--- src/rtl/g711r_pkg.sv ---
package g711r_pkg;

  localparam int unsigned CODE_W = 8;

  // strobes sent from control to the datapath
  typedef struct packed {
    logic load;     // capture a new code this edge
    logic invert;   // formats differ: apply the law mask
    logic useAlaw;  // pick the A-law mask instead of the μ-law mask
  } remapCtl_t;

endpackage

--- src/rtl/g711r_ctrl.sv ---
module g711r_ctrl
  import g711r_pkg::*;
(
  input  logic      clk,
  input  logic      rstN,
  input  logic      inValid,
  input  logic      lawSel,
  input  logic      inFmt,
  input  logic      outFmt,
  output remapCtl_t ctl,
  output logic      outValid
);

  always_comb begin
    ctl.load    = inValid;
    ctl.invert  = inFmt ^ outFmt;
    ctl.useAlaw = lawSel;
  end

  always_ff @(posedge clk) begin
    if (!rstN) outValid <= 1'b0;
    else       outValid <= inValid;
  end

  AST_VALID_RISES: assert property (@(posedge clk) disable iff (!rstN)
    (rstN && inValid) |=> outValid);
  AST_VALID_DROPS: assert property (@(posedge clk) disable iff (!rstN)
    (rstN && !inValid) |=> !outValid);

endmodule

--- src/rtl/g711r_dpath.sv ---
module g711r_dpath
  import g711r_pkg::*;
#(
  parameter int unsigned      W       = CODE_W,
  parameter logic [W-1:0]     MU_MASK = 8'h7F,
  parameter logic [W-1:0]     A_MASK  = 8'h55
)(
  input  logic         clk,
  input  logic         rstN,
  input  remapCtl_t    ctl,
  input  logic [W-1:0] inCode,
  output logic [W-1:0] outCode
);

  logic [W-1:0] lawMask;
  logic [W-1:0] flipMask;
  logic [W-1:0] nextCode;

  assign lawMask  = ctl.useAlaw ? A_MASK : MU_MASK;
  assign flipMask = ctl.invert ? lawMask : '0;

  // per-bit conditional inversion
  for (genvar b = 0; b < W; b++) begin : g_bit
    assign nextCode[b] = inCode[b] ^ flipMask[b];
  end

  always_ff @(posedge clk) begin
    if (!rstN)         outCode <= '0;
    else if (ctl.load) outCode <= nextCode;
  end

  AST_HOLD_IDLE: assert property (@(posedge clk) disable iff (!rstN)
    (rstN && !ctl.load) |=> $stable(outCode));
  AST_PASS_SAME_FMT: assert property (@(posedge clk) disable iff (!rstN)
    (rstN && ctl.load && !ctl.invert) |=> (outCode == $past(inCode)));

endmodule

--- src/rtl/g711_code_remap.sv ---
module g711_code_remap
  import g711r_pkg::*;
(
  input  logic              clk,
  input  logic              rstN,
  input  logic              inValid,
  input  logic [CODE_W-1:0] inCode,
  input  logic              lawSel,
  input  logic              inFmt,
  input  logic              outFmt,
  output logic              outValid,
  output logic [CODE_W-1:0] outCode
);

  remapCtl_t ctl;

  g711r_ctrl u_ctrl (
    .clk      (clk),
    .rstN     (rstN),
    .inValid  (inValid),
    .lawSel   (lawSel),
    .inFmt    (inFmt),
    .outFmt   (outFmt),
    .ctl      (ctl),
    .outValid (outValid)
  );

  g711r_dpath #(.W(CODE_W)) u_dpath (
    .clk     (clk),
    .rstN    (rstN),
    .ctl     (ctl),
    .inCode  (inCode),
    .outCode (outCode)
  );

  AST_MU_REMAP: assert property (@(posedge clk) disable iff (!rstN)
    (rstN && inValid && !lawSel && (inFmt != outFmt))
      |=> (outCode == ($past(inCode) ^ 8'h7F)));
  AST_A_REMAP: assert property (@(posedge clk) disable iff (!rstN)
    (rstN && inValid && lawSel && (inFmt != outFmt))
      |=> (outCode == ($past(inCode) ^ 8'h55)));
  AST_RESET_STATE: assert property (@(posedge clk)
    !rstN |=> (!outValid && outCode == 8'h00));

endmodule

--- config.mk ---
export PLATFORM = sky130hd
export DESIGN_NAME = g711_code_remap
export DESIGN_NICKNAME = d
export VERILOG_FILES = /design/src/rtl/g711r_pkg.sv /design/src/rtl/g711r_ctrl.sv /design/src/rtl/g711r_dpath.sv /design/src/rtl/g711_code_remap.sv
export SDC_FILE = /design/constraint.sdc
export NUM_CORES = 1
export LEC_CHECK = 0
export BUFFER_PORTS_ARGS = -buffer_cell sky130_fd_sc_hd__buf_2
export CAP_MARGIN = 30
export CELL_PAD_IN_SITES_DETAIL_PLACEMENT = 1
export CELL_PAD_IN_SITES_GLOBAL_PLACEMENT = 1
export CORE_UTILIZATION = 28
export DETAILED_ROUTE_END_ITERATION = 10
export GPL_TIMING_DRIVEN = 0
export PLACE_DENSITY = 0.76
export REMOVE_ABC_BUFFERS = 1
export SLEW_MARGIN = 20
export SYNTH_ARGS = -nofsm -noshare
export SYNTH_HDL_FRONTEND = slang
export SYNTH_SLANG_ARGS = --single-unit
--- constraint.sdc ---
create_clock -name clk -period 1.15 [get_ports clk]
set_input_delay 0.23 -clock clk [delete_from_list [all_inputs] [get_ports clk]]
set_output_delay 0.23 -clock clk [all_outputs]
set_load 0.01 [all_outputs]
==> out/metrics.yaml, run 1 <==
pwr:
  p_int_mw: 0.531
  power.density_mw_per_mm2: 1300
  ir_drop_mv: 0.617
  p_comb_share_pct: 18.6
  swShare_pct: 26.4
  seq_power_share_pct: 47.8
  p_clk_share_pct: 33.5
  switchingPower_mw: 0.190
  p_leak_nw: 0.238
  power_mw: 0.721
drt:
  first_iter_violations: 6
  firstDrtPassIters: 3
  wl_per_cell_um: 11.8
  route.detailed.drc: 0
  postRouteAntennaNets: 0
  vias_per_cell: 5.16
  routed_wl_um: 970
  num_vias: 423
cells_and_area:
  drive_gt1_share_pct: 38.8
  antennaDiodeCount: 0
  final_nets: 82
  fillers: 175
  fin_cells: 82
  area_delta_synth_final_pct: 34.2
synth:
  avgSynthCellArea_um2: 9.18
  ys_warn_count: 0
  ys_ff_latch: 9
  synth_compound_area_share_pct: 19.1
  synth_most_common_cell: "dfxtp_1"
  synth.area.mux_share_pct: 2.42
  synth_top_family_by_area: "simple AND/OR/NAND/NOR gates"
  yosys.area_share.simple_pct: 27.6
  synth_flop_cell: "dfxtp_1"
  seq_area_frac_synth_pct: 43.6
  synth_edf_count: 0
  syn-cell-area_um2: 413
  synthXorXnorAreaFrac_pct: 2.12
  synth_cell_types: 17
  synth_area_leaders: "dfxtp_1 44%, nand3b_1 13%, o211ai_1 7.3%"
  synth.largest_area_cell: "dfxtp_1"
  postSynth.asyncResetShare_pct: 0
  synth_fa_ha_area_share_pct: 0
  postSynthCellCount: 45
  yosysTopAreaCellShare_pct: 43.6
  synth_common_cells: "9 x dfxtp_1, 7 x nand3b_1, 4 x o211ai_1, 4 x o21ai_0"
floorplanning:
  chipWidth_um: 40.4
  initial_core_util_pct: 31.0
  ioPinCount: 23
  core_mm2: 0.00133
  fp-row-count: 13
  die_h_um: 40.4
  die_area_mm2: 0.00163
min_path:
  hold_class: "primary input to flip-flop"
  worstHoldPathCells: 3
  holdPathEnd: "u_dpath.outCode[7]$_SDFFE_PN0P_"
  min_from: "inCode[7]"
sta:
  finalMaxSlewViolations: 0
  fin_crit_sh_pct: 84.2
  clock_skew_ns: 0
  worst_slew_pin_slew_ns: 0.595
  period_minus_slack_ns: 0.968
  max_clock_freq_mhz: 1030
  hold_viol: 0
  setup_viol: 0
  grt_setup_unrepaired: "false"
  maxSlewHeadroom_pct: 60.1
setup_path:
  start_kind: "primary input"
  worstPathArrival_ns: 1.10
  r2r_cells: 2
  rrSetupSlack_ns: 0.50
  reg2reg_to: "u_dpath.outCode[5]$_SDFFE_PN0P_"
  cp_max_fo: 14
  endpoint_kind: "flip-flop"
  required_ns: 1.29
  timing.rr.start: "u_dpath.outCode[5]$_SDFFE_PN0P_"
  path_class: "primary input to flip-flop"
  cpMaxStageDelayCell: "xnor2_2"
  slowest_delay_ns: 0.49
  path_cells: "buf_2 > xnor2_2 > or3_1 > a31oi_1"
placement:
  port_buffers: 22
  place_inst: 78
  gp_congestion: 0.591
clock_network:
  cts_hold_buf: 0
  htreeDepth: 1
  tritoncts: "built"
  cts_buffer_depth: 2
  root_buffer: "clkbuf_4"
  cts_setup_buffers: 0
  numCtsBuffers: 3
  cts_sinks: 9
  cts.clk_slew.worst_paths_ns: 0.06
  clock_latency_ns: 0.26
grt:
  grt_max_degree: 19
  grt_pass1_vias: 330
  grt_pass1_wl_um: 1320
  antenna_found_initial: 0
  grt_usage_pct: 13.0
  overflow: 0
run:
  cap_violations: 0
run_status:
  status: "complete, no violations"
==> worst max-delay path by stage <==
| stage | startpoint | endpoint | cells past startpoint |
|---|---|---|---|
| 6_report | outFmt | u_dpath.outCode[3]$_SDFFE_PN0P_ | 4 |
| 5_1_grt | outFmt | u_dpath.outCode[5]$_SDFFE_PN0P_ | 4 |
| 4_1_cts | outFmt | u_dpath.outCode[3]$_SDFFE_PN0P_ | 4 |
| 3_5_place_dp | outFmt | u_dpath.outCode[5]$_SDFFE_PN0P_ | 4 |
| 3_3_place_gp | outFmt | u_dpath.outCode[3]$_SDFFE_PN0P_ | 4 |
| 2_1_floorplan | outFmt | u_dpath.outCode[5]$_SDFFE_PN0P_ | 3 |
==> final cells by class <==
| type | instances | area (µm²) | area share, % |
|---|---|---|---|
| well taps | 15 | 18.8 | 3.39 |
| clock buffers | 4 | 26.3 | 4.74 |
| multi-input cells | 32 | 219 | 39.5 |
| flip-flops and latches | 9 | 180 | 32.5 |
| repair buffers | 22 | 110 | 19.9 |
==> layout by cell type, fill, tap and decap left out <==
cell type,Yosys,routed
buf_2,2,22
dfxtp_1,9,9
nand3b_1,7,7
o211ai_1,4,4
o21ai_0,4,4
nand4_1,3,3
or3_1,3,3
a31oi_1,3,3
clkbuf_4,0,3
o21ai_1,2,2
xnor2_2,0,1
and2_1,1,1
nand2b_1,1,1
nand3_1,1,1
mux2i_1,1,1
nor2b_1,1,1
clkbuf_1,1,1
==> layer usage <==
layer	global-route usage, %	vias to the layer above	share of wire (%)
met5	0	-	0
met2	19.4	22	46
met1	13.5	187	44
met4	7.50	0	0
met3	8.33	0	9.3
li1	-	214	-
==> metrics by stage <==
step                instance area, µm²  utilization [%]  TNS (ns)  setup slack [ns]  hold WS (ns)
CTS                                554             41.6         0             0.188         0.229
floorplan                          392                -   -0.0237           -0.0121         0.330
global placement                   520             39.0     -2.08            -0.333         0.481
global route                       554             41.6         0            0.0368         0.230
detailed placement                 520             39.0     -2.79            -0.411         0.488
finish                             554             41.6         0             0.182         0.232
==> critical path: cells and delay by family <==
family / cells / cell delay, ns
AOI/OAI and AO/OA: 1 / 0.07
xor gates and xnor gates: 1 / 0.49
buffers and inverters: 1 / 0.11
and+or+nand+nor: 1 / 0.19
==> kinds of logic (layout without fill, tap and decap cells) <==
family                    Yosys count  after routing
muxes                               1              1
buffers and inverters               4             26
and+or+nand+nor                    17             17
xor gates and xnor gates            1              1
AOI/OAI and AO/OA                  13             13
DFF                                 9              9
==> sequential cells by signal, summed over array words and instances, names as in the netlist <==
| name | cells |
|---|---|
| u_dpath.outCode | 8 |
| u_ctrl.outValid | 1 |
==> power groups by stage <==
| stage | clock network, mW | registers (mW) | logic [mW] |
|---|---|---|---|
| 5_1_grt | 0.269 | 0.349 | 0.152 |
| 4_1_cts | 0.256 | 0.345 | 0.136 |
| 3_3_place_gp | 0 | 0.352 | 0.127 |
| 6_report | 0.242 | 0.345 | 0.134 |
| 2_1_floorplan | 0 | 0.365 | 0.0483 |
| 3_5_place_dp | 0 | 0.352 | 0.133 |
==> repair_timing <==
item,4_1_cts,5_1_grt
gates resized for setup,1,0
endpoints found under the hold margin,0,0
setup endpoints to repair,7,0
Power figures use the tool's default switching activity.
==> run 2, diff against run 1 <==
Settings changed: ABC_AREA set to 1, CORE_UTILIZATION 28 to 25, PLACE_DENSITY 0.76 to 0.73.
Clock period 1.15 ns to 0.87 ns, I/O delays scaled along.
==> run 2 against run 1 <==
The run now ends with setup timing left. Clock power increased by 38%. Flip-flop and latch count unchanged. Final cell count increased by 59%. First-iteration DRC count increased by 67%. Largest power group unchanged. Core utilization decreased by 2.3 points. Sequential share of layout area decreased by 5.4 points. Critical path type is now flip-flop to output pin. Clock skew unchanged.
==> out/metrics.yaml, run 2 <==
placement:
  hpwl_um: 912
  gp_congestion: 0.762
  port_buffers: 22
sta:
  maxSlewHeadroom_pct: 80.5
  hold_viol: 0
  finalMaxSlewViolations: 0
  grt_setup_unrepaired: "true"
  setup_viol: 3
  worst_slew_pin_slew_ns: 0.292
  clock_skew_ns: 0
  fin_crit_sh_pct: 101
  finalWorstSetupSlack_ns: -0.00932
  period_minus_slack_ns: 0.879
  max_clock_freq_mhz: 1140
setup_path:
  path_class: "flip-flop to output pin"
  cp_max_fo: 2
  crit_buf_inv: 1
  cp.depth: 1
  path_cells: "buf_6"
  slowest_delay_ns: 0.33
  start_kind: "flip-flop"
  cpMaxStageDelayCell: "dfxtp_2"
  critPathTopFamily: "flip-flops"
  endpoint_kind: "output pin"
  worstPathArrival_ns: 0.71
  r2r_cells: 4
  required_ns: 0.70
floorplanning:
  initial_core_util_pct: 27.6
  fp-row-count: 15
  die_area_mm2: 0.00215
  core_mm2: 0.00178
  chipWidth_um: 46.4
  die_h_um: 46.4
  ioPinCount: 23
cells_and_area:
  area_delta_synth_final_pct: 42.5
  drive_gt1_share_pct: 34.3
  antennaDiodeCount: 0
  fillers: 247
  final_nets: 120
  reg_top3: "u_dpath.outCode (8), u_ctrl.outValid (1)"
  largest_reg_flops: 8
  post-route-util_pct: 39.3
  final_cell_mix: "20 x inv_1, 20 x nand2_1, 14 x nor2_1, 14 x buf_2"
  regMostFlops: "u_dpath.outCode"
grt:
  grt_pass1_wl_um: 2070
  grt_use_met2_pct: 23.3
  grt_pass1_vias: 505
  grt_use_met3_pct: 5.88
  grt_max_degree: 18
  grt_use_met1_pct: 15.5
  antenna_found_initial: 0
  overflow: 0
  grt_usage_pct: 13.7
  top_usage_layer: "met2"
clock_network:
  tritoncts: "built"
  cts_setup_buffers: 0
  cts.clk_slew.worst_paths_ns: 0.07
  numCtsBuffers: 3
  cts_hold_buf: 0
  cts_sinks: 9
  htreeDepth: 1
  root_buffer: "clkbuf_4"
  cts.repair.resized: 16
  clock_latency_ns: 0.26
  cts_buffer_depth: 2
pwr:
  power_mw: 1.04
  p_leak_nw: 0.435
  power.density_mw_per_mm2: 1490
  ir_drop_mv: 0.612
min_path:
  worstHoldPathCells: 3
  hold_class: "primary input to flip-flop"
drt:
  firstDrtPassIters: 2
  routed_wl_um: 1220
  route.detailed.drc: 0
  wl_per_cell_um: 9.39
  postRouteAntennaNets: 0
  num_vias: 549
  first_iter_violations: 10
  vias_per_cell: 4.22
synth:
  avgSynthCellArea_um2: 6.07
  yosysTopAreaCellShare_pct: 36.6
  postSynth.asyncResetShare_pct: 0
  synth_common_cells: "20 x inv_1, 20 x nand2_1, 14 x nor2_1, 9 x dfxtp_1, 8 x nand3_1"
  synth_flop_cell: "dfxtp_1"
  ys_ff_latch: 9
  syn-cell-area_um2: 492
  postSynthCellCount: 81
  synth_edf_count: 0
  synth_area_leaders: "dfxtp_1 37%, inv_1 15%, nand2_1 15%"
  seq_area_frac_synth_pct: 36.6
  synth_cell_types: 13
  synth.largest_area_cell: "dfxtp_1"
  ys_warn_count: 0
run_status:
  status: "finished with violations"
  violations: "setup timing"
run:
  cap_violations: 0
[run 2: cell types whose count changed after synthesis, sizes merged, moves of 3 or more]
cell    delta
o211ai     -4
nand2     +22
nor2      +14
or3        -3
inv       +21
o21ai      -5
nand3      +7
nand3b     -7
a31oi      -3
[run 2: metal layers]
metal | wire length, µm | up-vias
met5 | 0 | -
met4 | 0 | 0
met3 | 62 | 0
met1 | 523 | 250
met2 | 635 | 14
li1 | - | 285
[run 2: final cells by class]
type | count | area, µm² | share of cell area, %
clock buffers | 4 | 26.3 | 3.75
inverters | 21 | 78.8 | 11.2
multi-input cells | 49 | 214 | 30.5
flip-flops and latches | 9 | 190 | 27.1
well taps | 25 | 31.3 | 4.46
repair buffers | 22 | 160 | 22.9
[run 2: per-stage QoR]
stage	instances	setup slack, ns	TNS [ns]	instance area [µm²]	hold slack [ns]
3_5_place_dp	126	-0.0899	-0.535	614	0.396
5_1_grt	130	-0.0448	-0.281	701	0.134
6_report	130	-0.00932	-0.0193	701	0.124
3_3_place_gp	126	-0.0591	-0.387	614	0.385
4_1_cts	130	-0.0223	-0.152	701	0.111
2_1_floorplan	79	0.136	0	473	0.263
[run 2: kinds of logic (layout without fill, tap and decap cells)]
| family | after synthesis | after routing | share of synthesized area [%] |
|---|---|---|---|
| and+or+nand+nor | 47 | 47 | 41.5 |
| DFF | 9 | 9 | 36.6 |
| AOI/OAI and AO/OA | 2 | 2 | 2.03 |
| buffers and inverters | 23 | 47 | 19.8 |
[run 2: worst register-to-register path, stage by stage, from the launching register on]
cell	delay, ns
dfxtp_2	0.33
nor2_1	0.10
nor2_1	0.05
nand2_1	0.07
inv_1	0.03
[run 2: worst paths after layout]
| check | slack (ns) | to | startpoint |
|---|---|---|---|
| worst min register to register | 0.54 | u_dpath.outCode[7]$_SDFFE_PN0P_ | u_dpath.outCode[7]$_SDFFE_PN0P_ |
| worst min-delay path | 0.12 | u_ctrl.outValid$_SDFF_PN0_ | rstN |
| worst max-delay path | -0.009 | outCode[2] | u_dpath.outCode[2]$_SDFFE_PN0P_ |
| worst max register to register | 0.20 | u_dpath.outCode[6]$_SDFFE_PN0P_ | u_dpath.outCode[6]$_SDFFE_PN0P_ |
[run 2: power by group]
group	internal, mW	total (mW)	switching (mW)
combinational	0.116	0.240	0.123
sequential	0.448	0.468	0.0197
clock	0.177	0.334	0.157
total	0.742	1.04	0.300
==> run 3, diff against run 2 <==
Settings changed: CORE_MARGIN set to 4.
==> run 3 against run 2 <==
The flow still finishes with violations (setup timing). Worst hold slack better by 0.013 ns. Sequential power is essentially flat. Count of clock-buffer cells in the layout unchanged. Clock power is 4% lower. Design area grew 1.1%. Largest power group unchanged. Total power shrank 0.61%. Sequential share of layout area down 0.29 points.
==> out/metrics.yaml, run 3 (synthesis results as in run 2) <==
min_path:
  holdPathEnd: "u_ctrl.outValid$_SDFF_PN0_"
  hold_class: "primary input to flip-flop"
  worstHoldPathCells: 3
  min_from: "rstN"
sta:
  finalMaxSlewViolations: 0
  worst_slew_pin_slew_ns: 0.278
  setup_viol: 1
  period_minus_slack_ns: 0.873
  holdWs_ns: 0.137
  hold_viol: 0
  max_clock_freq_mhz: 1150
  clock_skew_ns: 0
  fin_crit_sh_pct: 100
  grt_setup_unrepaired: "true"
  finalWorstSetupSlack_ns: -0.00268
  maxSlewHeadroom_pct: 81.4
setup_path:
  start_kind: "flip-flop"
  timing.rr.start: "u_dpath.outCode[0]$_SDFFE_PN0P_"
  slowest_delay_ns: 0.33
  reg2reg_to: "u_dpath.outCode[0]$_SDFFE_PN0P_"
  r2r_cells: 5
  worstPathArrival_ns: 0.70
  cp.depth: 1
  critPathTopFamily: "flip-flops"
  cp_max_fo: 2
  required_ns: 0.70
  cpMaxStageDelayCell: "dfxtp_2"
  crit_buf_inv: 1
  path_class: "flip-flop to output pin"
  endpoint_kind: "output pin"
  rrSetupSlack_ns: 0.08
  path_cells: "buf_6"
cells_and_area:
  largest_reg_flops: 8
  fin_cells: 131
  design_area_um2: 708
  final_nets: 121
  antennaDiodeCount: 0
  regMostFlops: "u_dpath.outCode"
  drive_gt1_share_pct: 34.9
  final_cell_mix: "20 x inv_1, 20 x nand2_1, 14 x nor2_1, 14 x buf_2"
  fillers: 250
  reg_top3: "u_dpath.outCode (8), u_ctrl.outValid (1)"
  area_delta_synth_final_pct: 44.0
clock_network:
  clock_latency_ns: 0.25
  cts_sinks: 9
  cts_hold_buf: 0
  root_buffer: "clkbuf_4"
  tritoncts: "built"
  numCtsBuffers: 3
  htreeDepth: 1
  cts.clk_slew.worst_paths_ns: 0.06
  cts_buffer_depth: 2
floorplanning:
  die_h_um: 52.4
  die_area_mm2: 0.00274
  initial_core_util_pct: 27.3
  fp-row-count: 15
  ioPinCount: 23
  core_mm2: 0.00180
  chipWidth_um: 52.4
drt:
  top_layer_used: "met3"
  wl_met1_um: 554
  firstDrtPassIters: 2
  postRouteAntennaNets: 0
  vias_per_cell: 4.20
  route.detailed.drc: 0
  wl_per_cell_um: 9.78
  first_iter_violations: 3
  routed_wl_um: 1280
  num_vias: 550
  dr_wl_met2_um: 668
  routed-wl-met3_um: 59
grt:
  grt_pass1_vias: 586
  grt_pass1_wl_um: 2280
  overflow: 0
  grt_max_degree: 18
  antenna_found_initial: 0
  grt_usage_pct: 11.3
placement:
  hpwl_um: 959
  port_buffers: 22
  gp_congestion: 0.707
  place_inst: 126
  dpl-instance-area_um2: 614
run_status:
  status: "finished with violations"
  violations: "setup timing"
pwr:
  ir_drop_mv: 0.840
  power.density_mw_per_mm2: 1460
  p_leak_nw: 0.440
run:
  cap_violations: 0
[run 3: worst max-delay path by stage]
stage | slack (ns) | from | end
2_1_floorplan | 0.14 | inFmt | u_dpath.outCode[0]$_SDFFE_PN0P_
3_3_place_gp | -0.06 | inFmt | u_dpath.outCode[0]$_SDFFE_PN0P_
3_5_place_dp | -0.1 | inFmt | u_dpath.outCode[0]$_SDFFE_PN0P_
4_1_cts | -0.01 | u_dpath.outCode[2]$_SDFFE_PN0P_ | outCode[2]
5_1_grt | -0.03 | u_dpath.outCode[4]$_SDFFE_PN0P_ | outCode[4]
6_report | -0.003 | u_dpath.outCode[2]$_SDFFE_PN0P_ | outCode[2]
[run 3: area by class of cell]
cell class              instances  area, µm²  share of cell area, %
inverters                      21       78.8                   11.1
well taps                      25       31.3                   4.42
repair buffers                 23        168                   23.7
flip-flops and latches          9        190                   26.9
clock buffers                   4       26.3                   3.71
multi-input cells              49        214                   30.2
[run 3: tightest hold or removal path, cell delays in order]
cell and delay [ns]:
buf_2 0.10, nand2_1 0.05, inv_1 0.04
[run 3: power breakdown]
group | internal, mW | switching, mW | leakage [nW]
Clock | 0.177 | 0.144 | 0.0150
Combinational | 0.120 | 0.126 | 0.348
Sequential | 0.449 | 0.0202 | 0.0772
Total | 0.745 | 0.290 | 0.440
[run 3: timing repair]
| action | CTS | global route |
|---|---|---|
| setup endpoints to repair | 9 | 9 |
| gates cloned | 0 | 0 |
| buffers inserted | 1 | 0 |
| resized for setup | 16 | 0 |
[run 3: through the flow]
| step | utilization, % | worst slack [ns] | setup TNS, ns | power [mW] |
|---|---|---|---|---|
| after global placement | 34.1 | -0.0603 | -0.384 | 0.670 |
| after floorplan | - | 0.136 | 0 | 0.584 |
| final | 39.3 | -0.00268 | -0.00268 | 1.04 |
| after CTS | 39.3 | -0.0128 | -0.0517 | 1.05 |
| after detailed placement | 34.1 | -0.0951 | -0.562 | 0.680 |
| after global routing | 39.3 | -0.0340 | -0.253 | 1.12 |
[run 3: layer usage]
layer / vias to the layer above / track usage (%)
met4: 0 / 6.38
met5: - / 0
met3: 0 / 3.99
li1: 289 / -
met2: 10 / 19.2
met1: 251 / 11.9
